### src/rtl/alu_int_pkg.sv
package alu_int_pkg;
  typedef enum logic [3:0] {
    OP_ADD  = 4'd0,
    OP_ADDU = 4'd1,
    OP_SUB  = 4'd2,
    OP_SUBU = 4'd3,
    OP_AND  = 4'd4,
    OP_OR   = 4'd5,
    OP_XOR  = 4'd6,
    OP_NOR  = 4'd7,
    OP_SLT  = 4'd8,
    OP_SLTU = 4'd9,
    OP_SLL  = 4'd10,
    OP_SRL  = 4'd11,
    OP_SRA  = 4'd12,
    OP_LUI  = 4'd13,
    OP_RSV0 = 4'd14,
    OP_RSV1 = 4'd15
  } alu_op_e;
endpackage

### src/rtl/alu_opnd_sel.sv
module alu_opnd_sel #(
  parameter int XLEN  = 32,
  parameter int IMM_W = 16,
  localparam int SHW  = $clog2(XLEN)
) (
  input  logic [XLEN-1:0]  b_i,
  input  logic [IMM_W-1:0] imm_i,
  input  logic             imm_sel_i,
  input  logic             zext_i,
  input  logic [SHW-1:0]   shamt_i,
  input  logic             shamt_reg_i,
  output logic [XLEN-1:0]  opnd_o,
  output logic [SHW-1:0]   amt_o
);
  localparam int EXT_W = XLEN - IMM_W;

  logic [XLEN-1:0] imm_ext;
  logic            fill;

  assign fill    = zext_i ? 1'b0 : imm_i[IMM_W-1];
  assign imm_ext = {{EXT_W{fill}}, imm_i};
  assign opnd_o  = imm_sel_i ? imm_ext : b_i;
  // register amount: low bits only
  assign amt_o   = shamt_reg_i ? b_i[SHW-1:0] : shamt_i;
endmodule

### src/rtl/alu_addsub.sv
module alu_addsub #(
  parameter int XLEN = 32
) (
  input  logic [XLEN-1:0] a_i,
  input  logic [XLEN-1:0] b_i,
  input  logic            sub_i,
  output logic [XLEN-1:0] sum_o,
  output logic            sovf_o,
  output logic            lt_s_o,
  output logic            lt_u_o
);
  logic [XLEN-1:0] b_inv;
  logic [XLEN:0]   full;
  logic            sa, sb, sr;

  assign b_inv = sub_i ? ~b_i : b_i;
  assign full  = {1'b0, a_i} + {1'b0, b_inv} + {{XLEN{1'b0}}, sub_i};
  assign sum_o = full[XLEN-1:0];

  assign sa = a_i[XLEN-1];
  assign sb = b_inv[XLEN-1];
  assign sr = full[XLEN-1];

  assign sovf_o = (sa == sb) && (sr != sa);
  // valid when sub_i: compare derived from the difference
  assign lt_s_o = (a_i[XLEN-1] != b_i[XLEN-1]) ? a_i[XLEN-1] : sr;
  assign lt_u_o = ~full[XLEN];
endmodule

### src/rtl/alu_shifter.sv
module alu_shifter #(
  parameter int XLEN = 32,
  localparam int SHW = $clog2(XLEN)
) (
  input  logic [XLEN-1:0] a_i,
  input  logic [SHW-1:0]  amt_i,
  input  logic            left_i,
  input  logic            arith_i,
  output logic [XLEN-1:0] res_o
);
  logic [XLEN-1:0] src;
  logic [XLEN-1:0] stg [SHW+1];
  logic            fill;

  function automatic logic [XLEN-1:0] bit_rev(input logic [XLEN-1:0] v);
    logic [XLEN-1:0] r;
    for (int i = 0; i < XLEN; i++) r[i] = v[XLEN-1-i];
    return r;
  endfunction

  assign src    = left_i ? bit_rev(a_i) : a_i;
  assign fill   = arith_i & ~left_i & a_i[XLEN-1];
  assign stg[0] = src;

  // log2 barrel, right shifting; left uses reversal
  for (genvar s = 0; s < SHW; s++) begin : g_stage
    localparam int D = 1 << s;
    assign stg[s+1] = amt_i[s] ? {{D{fill}}, stg[s][XLEN-1:D]} : stg[s];
  end

  assign res_o = left_i ? bit_rev(stg[SHW]) : stg[SHW];
endmodule

### src/rtl/alu_int_exec.sv
module alu_int_exec
  import alu_int_pkg::*;
#(
  parameter int XLEN  = 32,
  parameter int IMM_W = 16,
  localparam int SHW  = $clog2(XLEN)
) (
  input  logic [3:0]       op_i,
  input  logic [XLEN-1:0]  a_i,
  input  logic [XLEN-1:0]  b_i,
  input  logic [IMM_W-1:0] imm_i,
  input  logic             imm_sel_i,
  input  logic [SHW-1:0]   shamt_i,
  input  logic             shamt_reg_i,
  output logic [XLEN-1:0]  result_o,
  output logic             ovf_o,
  output logic             wb_kill_o
);
  alu_op_e         op;
  logic            is_logic, is_sub, trap_op;
  logic [XLEN-1:0] opnd;
  logic [SHW-1:0]  amt;
  logic [XLEN-1:0] sum, shres;
  logic            sovf, lt_s, lt_u;

  assign op       = alu_op_e'(op_i);
  assign is_logic = (op == OP_AND) || (op == OP_OR) || (op == OP_XOR) || (op == OP_NOR);
  assign is_sub   = (op == OP_SUB) || (op == OP_SUBU) || (op == OP_SLT) || (op == OP_SLTU);
  assign trap_op  = (op == OP_ADD) || (op == OP_SUB);

  alu_opnd_sel #(.XLEN(XLEN), .IMM_W(IMM_W)) u_opnd (
    .b_i         (b_i),
    .imm_i       (imm_i),
    .imm_sel_i   (imm_sel_i),
    .zext_i      (is_logic),
    .shamt_i     (shamt_i),
    .shamt_reg_i (shamt_reg_i),
    .opnd_o      (opnd),
    .amt_o       (amt)
  );

  alu_addsub #(.XLEN(XLEN)) u_addsub (
    .a_i    (a_i),
    .b_i    (opnd),
    .sub_i  (is_sub),
    .sum_o  (sum),
    .sovf_o (sovf),
    .lt_s_o (lt_s),
    .lt_u_o (lt_u)
  );

  alu_shifter #(.XLEN(XLEN)) u_shift (
    .a_i     (a_i),
    .amt_i   (amt),
    .left_i  (op == OP_SLL),
    .arith_i (op == OP_SRA),
    .res_o   (shres)
  );

  always_comb begin
    unique case (op)
      OP_ADD, OP_ADDU, OP_SUB, OP_SUBU: result_o = sum;
      OP_AND:  result_o = a_i & opnd;
      OP_OR:   result_o = a_i | opnd;
      OP_XOR:  result_o = a_i ^ opnd;
      OP_NOR:  result_o = ~(a_i | opnd);
      OP_SLT:  result_o = {{(XLEN-1){1'b0}}, lt_s};
      OP_SLTU: result_o = {{(XLEN-1){1'b0}}, lt_u};
      OP_SLL, OP_SRL, OP_SRA: result_o = shres;
      OP_LUI:  result_o = {imm_i, {(XLEN-IMM_W){1'b0}}};
      default: result_o = '0;
    endcase
  end

  assign ovf_o     = trap_op & sovf;
  assign wb_kill_o = ovf_o;

  always_comb begin
    if ((op == OP_ADDU) || (op == OP_SUBU))
      assert_unsigned_no_ovf_R2: assert (!ovf_o);
    if (is_logic || (op == OP_SLT) || (op == OP_SLTU))
      assert_logic_cmp_no_ovf_R3: assert (!ovf_o);
    if ((op == OP_SLT) || (op == OP_SLTU))
      assert_slt_boolean_R4: assert (result_o[XLEN-1:1] == '0);
    if (op == OP_LUI)
      assert_lui_low_zero_R6: assert (result_o[XLEN-IMM_W-1:0] == '0 && !ovf_o);
    if (op == OP_SRA)
      assert_sra_keeps_sign_R7: assert (result_o[XLEN-1] == a_i[XLEN-1]);
    if ((op == OP_RSV0) || (op == OP_RSV1))
      assert_undef_quiet_R9: assert (result_o == '0 && !ovf_o);
  end
endmodule

### config.mk
export PLATFORM = sky130hd
export DESIGN_NAME = alu_int_exec
export DESIGN_NICKNAME = d
export VERILOG_FILES = /design/src/rtl/alu_int_pkg.sv /design/src/rtl/alu_opnd_sel.sv /design/src/rtl/alu_addsub.sv /design/src/rtl/alu_shifter.sv /design/src/rtl/alu_int_exec.sv
export SDC_FILE = /design/constraint.sdc
export NUM_CORES = 1
export LEC_CHECK = 0
export ABC_AREA = 1
export CELL_PAD_IN_SITES_DETAIL_PLACEMENT = 0
export CELL_PAD_IN_SITES_GLOBAL_PLACEMENT = 1
export CORE_MARGIN = 5
export CORE_UTILIZATION = 48
export DETAILED_ROUTE_END_ITERATION = 8
export DONT_BUFFER_PORTS = 1
export PLACE_DENSITY_LB_ADDON = 0.1
export SLEW_MARGIN = 20
export SYNTH_ARGS = -nofsm -noshare
export SYNTH_HDL_FRONTEND = slang
export SYNTH_HIERARCHICAL = 1
export SYNTH_SLANG_ARGS = --single-unit
### constraint.sdc
create_clock -name vclk -period 7.34
set_input_delay 0.734 -clock vclk [all_inputs]
set_output_delay 0.734 -clock vclk [all_outputs]
set_load 0.02 [all_outputs]
==> flow_metrics.py, run 1 <==
metrics = {
    "outcome": {
        "status": "complete, no violations",
    },
    "sta": {
        "grt_setup_unrepaired": "false",
        "fin_tns_setup_ps": 0,
        "final_hold_viol_count": 0,
        "maxClockFrequency_ghz": 0.1846,
        "worst_slew_margin_rel": 0.1992,
        "fin_crit_ps": 5418,
        "setup_viol": 0,
        "slew_violations": 0,
        "final.period_utilization": 0.7381,
        "worst_pin_slew_ps": 1197,
    },
    "min_path": {
        "holdCritPathClass": "input pin to primary output",
        "min_path_cells": 3,
        "min_from": "op_i[0]",
    },
    "global_routing": {
        "grt_overflow": 0,
        "grt_usage": 0.3500,
        "grt.met3_usage": 0.04521,
        "first_global_vias": 9402,
        "antenna_found_initial": 0,
        "grt.busiest_layer": "met2",
        "grt_pass1_wl_um": 55030,
        "met2_usage": 0.5475,
        "grt_max_degree": 65,
        "grt.met1_usage": 0.4712,
    },
    "synthesis": {
        "yosys.area.top_type": "nand2_1",
        "seq_area_frac_synth": 0,
        "synth_area_leaders": "nand2_1 27%, nand3_1 20%, ha_1 14%",
        "syn_inst": 1664,
        "syn_nets": 1851,
        "synth_top_area_frac": 0.2717,
        "syn_area_um2": 8469,
        "syn_avg_cell_area_um2": 5.090,
        "synth_cell_types": 45,
        "ys_warn_count": 6,
    },
    "finish": {
        "drive_gt1_frac": 0.06114,
        "fill_cells": 2026,
        "post-route-util": 0.4889,
        "clock_buffers": 0,
        "design.seq.count": 0,
        "area.growth.synth_to_final_pct": -0.1477,
        "n_antenna_cell": 0,
        "seqCellArea_um2": 0,
        "final_nets": 1792,
    },
    "cts": {
        "postCtsSetupBuffers": 0,
        "ctsHoldBuffers": 0,
        "post_cts_resized": 0,
    },
    "setup_path": {
        "worstSetupEndpointType": "primary output",
        "path_class": "input pin to primary output",
        "startpoint": "op_i[3]",
        "worstPathMaxFanout": 23,
        "crit_arrival_ps": 4680,
        "worst_ep_required_time_ps": 6610,
        "startpoint_type": "input pin",
    },
    "power": {
        "power_density_nw_per_um2": 108.4,
        "ir_worst_vdd_mv": 0.05416,
        "p_leak_uw": 0.005065,
    },
    "place": {
        "hpwl_um": 29750,
        "io_buffers": 0,
        "gp_congestion": 1.025,
    },
    "detailed_routing": {
        "wl_per_cell_um": 20.23,
        "wirelength_um": 36980,
        "drc": 0,
        "num_vias": 10530,
        "vias_per_cell": 5.760,
        "drtPass1Iterations": 6,
        "drt_iter0_drc": 1150,
        "detail-route-antenna-nets": 0,
    },
    "floorplanning": {
        "core-area_um2": 17300,
        "die_width_um": 142.8,
        "start_util": 0.4897,
        "die_area_um2": 20400,
        "num_rows": 48,
        "die_y_um": 142.8,
        "num_io_pins": 125,
    },
    "job": {
        "drv_cap": 0,
    },
}
==> per-stage QoR <==
| stage | cells | instance area [µm²] | power [µW] | setup slack, ps | hold WS (ps) |
|---|---|---|---|---|---|
| floorplan | 1664 | 8469 | 694.8 | 2939 | 1730 |
| global placement | 1828 | 8457 | 894.5 | 2072 | 1714 |
| detailed placement | 1828 | 8457 | 894.7 | 2006 | 1715 |
| CTS | 1828 | 8457 | 898.5 | 1993 | 1715 |
| global route | 1828 | 8457 | 1011 | 1620 | 1738 |
| finish | 1828 | 8457 | 916.8 | 1922 | 1713 |
==> worst max-delay path, stage by stage <==
cell,delay [ps]
nor2_1,80
buf_4,290
inv_1,280
o21ai_4,640
buf_4,420
xor2_1,200
ha_1,300
nand2_2,130
inv_1,50
a21oi_1,220
nand2_1,130
a21oi_2,230
nand2_2,80
nand2_2,80
nand3_1,80
o21ai_1,120
nand2_1,80
nand2_1,110
nand2_1,80
nand2_1,70
nor2_1,50
nand2_1,220
==> layout make-up <==
class                           instances  area (µm²)  area share
Tap cell                              225       281.5     0.03329
Timing Repair Buffer                   17       127.6     0.01509
Multi-Input combinational cell       1384        7289      0.8620
Inverter                              202       758.2     0.08966
==> cell usage in the layout, fill, tap and decap left out, drive strengths merged, types with 3 or more instances in the layout <==
| cell type | Yosys | final |
|---|---|---|
| nand2 | 637 | 637 |
| nand3 | 360 | 360 |
| inv | 201 | 201 |
| nor2 | 117 | 117 |
| ha | 95 | 95 |
| xor2 | 46 | 46 |
| a21oi | 44 | 44 |
| o21ai | 32 | 32 |
| buf | 67 | 17 |
| xnor2 | 9 | 9 |
| nor3 | 8 | 8 |
| nand4 | 7 | 7 |
| a21boi | 6 | 6 |
| a21o | 5 | 5 |
| o21a | 5 | 5 |
| o21bai | 5 | 5 |
| and2 | 3 | 3 |
==> layer usage <==
metal  share of wire  vias up
met3           0.088      103
met2            0.43      561
li1                -     5171
met1            0.42     4695
met4           0.062        0
met5               0        -
==> path summary, 6_finish.rpt <==
kind,endpoint
worst max-delay path,result_o[0]
worst min-delay path,ovf_o
==> cells in the mapped netlist, types with 14 or more instances <==
library cell  count
nor2_1          107
nand3_2          15
nand3_1         344
o21ai_0          16
nand2_1         613
inv_1           187
ha_1             95
nand2_2          20
buf_2            44
a21oi_1          40
xor2_1           46
inv_2            14
==> where the power goes <==
group	switching, µW	total (µW)	internal (µW)
registers	0	0	0
clock network	0	0	0
logic	636	917	280
==> kinds of logic (layout without fill, tap and decap cells) <==
family / Yosys count / count (layout) / synth area share
AND/OR/NAND/NOR: 1134 / 1134 / 0.5868
AO/OA/AOI/OAI: 99 / 99 / 0.07047
buffers and inverters: 280 / 219 / 0.1432
adder cells (fa/ha/maj): 96 / 96 / 0.1427
XOR/XNOR: 55 / 55 / 0.05688
No activity file was read; power rests on OpenSTA's default activity.
==> run 2, diff against run 1 <==
--- a/config.mk
+++ b/config.mk
@@ -9,7 +9,7 @@
 export CELL_PAD_IN_SITES_DETAIL_PLACEMENT = 0
 export CELL_PAD_IN_SITES_GLOBAL_PLACEMENT = 1
 export CORE_MARGIN = 5
-export CORE_UTILIZATION = 48
+export CORE_UTILIZATION = 41
 export DETAILED_ROUTE_END_ITERATION = 8
 export DONT_BUFFER_PORTS = 1
 export PLACE_DENSITY_LB_ADDON = 0.1
==> constraint.sdc (replaced) <==
create_clock -name vclk -period 4.65
set_input_delay 0.465 -clock vclk [all_inputs]
set_output_delay 0.465 -clock vclk [all_outputs]
set_load 0.02 [all_outputs]
==> run 2 against run 1 <==
  * Critical path depth is 4 lower
  * Hold slack worse by 440 ps
  * Die area is 16% higher
  * Non-clock buffer count is 9 higher
  * First-iteration DRC count is 20% lower
  * Largest cell class unchanged
  * Critical endpoint unchanged
  * Sequential share of layout area stayed put
  * Flip-flop and latch count stayed put
  * Final area is 1.7% higher
  * Power is 60% higher
  * Wire length is 8.2% higher
  * Setup slack worse by 1300 ps
==> flow_metrics.py, run 2 (synthesis gave the netlist of run 1 again) <==
metrics = {
    "min_path": {
        "holdCritPathClass": "input pin to primary output",
    },
    "sta": {
        "final.period_utilization": 0.8631,
        "slew_violations": 0,
        "maxClockFrequency_ghz": 0.2492,
        "fin_tns_setup_ps": 0,
        "final_hold_viol_count": 0,
        "setup_viol": 0,
        "hold_slack_ps": 1277,
        "worst_pin_slew_ps": 1080,
        "worst_slew_margin_rel": 0.2794,
        "fin_crit_ps": 4013,
        "grt_setup_unrepaired": "false",
    },
    "finish": {
        "fin_area_um2": 8601,
        "n_antenna_cell": 0,
        "drive_gt1_frac": 0.06700,
        "design.seq.count": 0,
        "clock_buffers": 0,
        "area.growth.synth_to_final_pct": 1.551,
        "final_nets": 1801,
        "seqCellArea_um2": 0,
        "final_cell_count_no_fill": 1882,
        "layout_commonest_cell": "nand2_1",
        "layout_common_cells": "613 x nand2_1, 344 x nand3_1, 187 x inv_1",
    },
    "detailed_routing": {
        "drtPass1Iterations": 7,
        "wirelength_um": 40010,
        "wl_per_cell_um": 21.26,
        "num_vias": 10410,
        "drc": 0,
        "vias_per_cell": 5.531,
        "drt_iter0_drc": 919,
        "detail-route-antenna-nets": 0,
    },
    "power": {
        "p_comb_frac": 1.000,
        "power.switching_uw": 1017,
        "power_density_nw_per_um2": 171.0,
        "ir_worst_vdd_mv": 0.07183,
        "p_sw_frac": 0.6918,
        "p_clk_frac": 0,
        "p_leak_uw": 0.005114,
        "p_int_uw": 453.2,
        "seqPwrFrac": 0,
    },
    "floorplanning": {
        "core-area_um2": 20300,
        "start_util": 0.4172,
        "num_io_pins": 125,
        "num_rows": 52,
        "die_width_um": 153.7,
        "die_area_um2": 23630,
        "die_y_um": 153.7,
    },
    "setup_path": {
        "worstSetupEndpointType": "primary output",
        "worstPathMaxFanout": 29,
        "crit_arrival_ps": 3550,
        "path_class": "input pin to primary output",
        "worst_ep_required_time_ps": 4180,
        "startpoint_type": "input pin",
    },
    "global_routing": {
        "grt_overflow": 0,
        "antenna_found_initial": 0,
        "first_global_vias": 9486,
        "grt_usage": 0.3208,
        "grt_max_degree": 47,
        "grt_pass1_wl_um": 58890,
    },
    "place": {
        "io_buffers": 0,
        "gp_congestion": 1.027,
        "post_dp_cell_area_um2": 8601,
        "dp_cells": 1882,
        "hpwl_um": 33520,
    },
    "cts": {
        "post_cts_resized": 0,
        "postCtsSetupBuffers": 0,
        "ctsHoldBuffers": 0,
    },
    "outcome": {
        "status": "complete, no violations",
    },
    "job": {
        "drv_cap": 0,
    },
}
==> run 2: changes by cell type in the layout (fill, tap and decap cells not counted) <==
| cell | previous run | this run |
|---|---|---|
| buf_12 | 0 | 1 |
| buf_4 | 17 | 25 |
| nor2_1 | 105 | 104 |
| nor2_4 | 3 | 4 |
==> run 2: power by group through the flow <==
| stage | combinational (µW) | sequential (µW) | clock [µW] |
|---|---|---|---|
| 2_1_floorplan | 1100 | 0 | 0 |
| 4_1_cts | 1450 | 0 | 0 |
| 3_5_place_dp | 1450 | 0 | 0 |
| 6_report | 1470 | 0 | 0 |
| 3_3_place_gp | 1450 | 0 | 0 |
| 5_1_grt | 1610 | 0 | 0 |
==> run 2: worst paths after layout <==
| kind | to | cells past startpoint | startpoint |
|---|---|---|---|
| max | result_o[0] | 18 | imm_sel_i |
| min | result_o[20] | 4 | imm_i[4] |
==> run 2: layout make-up <==
| type | instances | area [µm²] |
|---|---|---|
| timing repair buffer | 26 | 207.7 |
| inverter | 202 | 758.2 |
| tap | 270 | 337.8 |
| multi-input combinational | 1384 | 7297 |
| fill | 2430 | 11700 |
==> run 2: critical path: stages <==
cell and delay (ps):
inv_2 420, buf_4 230, nand2_1 50, nand2_1 150, xnor2_1 130, fa_1 490
o21ai_4 260, a21oi_2 120, o21ai_2 240, nand3_1 160, nand2_1 120, a21oi_1 70
nand3_1 90, nand2_1 120, nand2_1 100, nand2_1 70, nor2_1 100, nand2_1 150
==> run 2: through the flow <==
stage / power (µW) / utilization / worst slack [ps]
2_1_floorplan: 1097 / - / 787.3
3_3_place_gp: 1447 / 0.4234 / 776.2
3_5_place_dp: 1445 / 0.4237 / 753.5
4_1_cts: 1451 / 0.4237 / 742.6
5_1_grt: 1609 / 0.4237 / 499.9
6_report: 1470 / 0.4237 / 636.8
==> run 2: per-layer routing <==
metal | wire (µm) | share of wire | vias to the layer above | GRT usage
met5 | 0 | 0 | - | 0
li1 | - | - | 5199 | -
met1 | 16920 | 0.42 | 4769 | 0.4153
met3 | 2869 | 0.072 | 51 | 0.04188
met2 | 18710 | 0.47 | 390 | 0.5546
met4 | 1500 | 0.037 | 0 | 0.09756
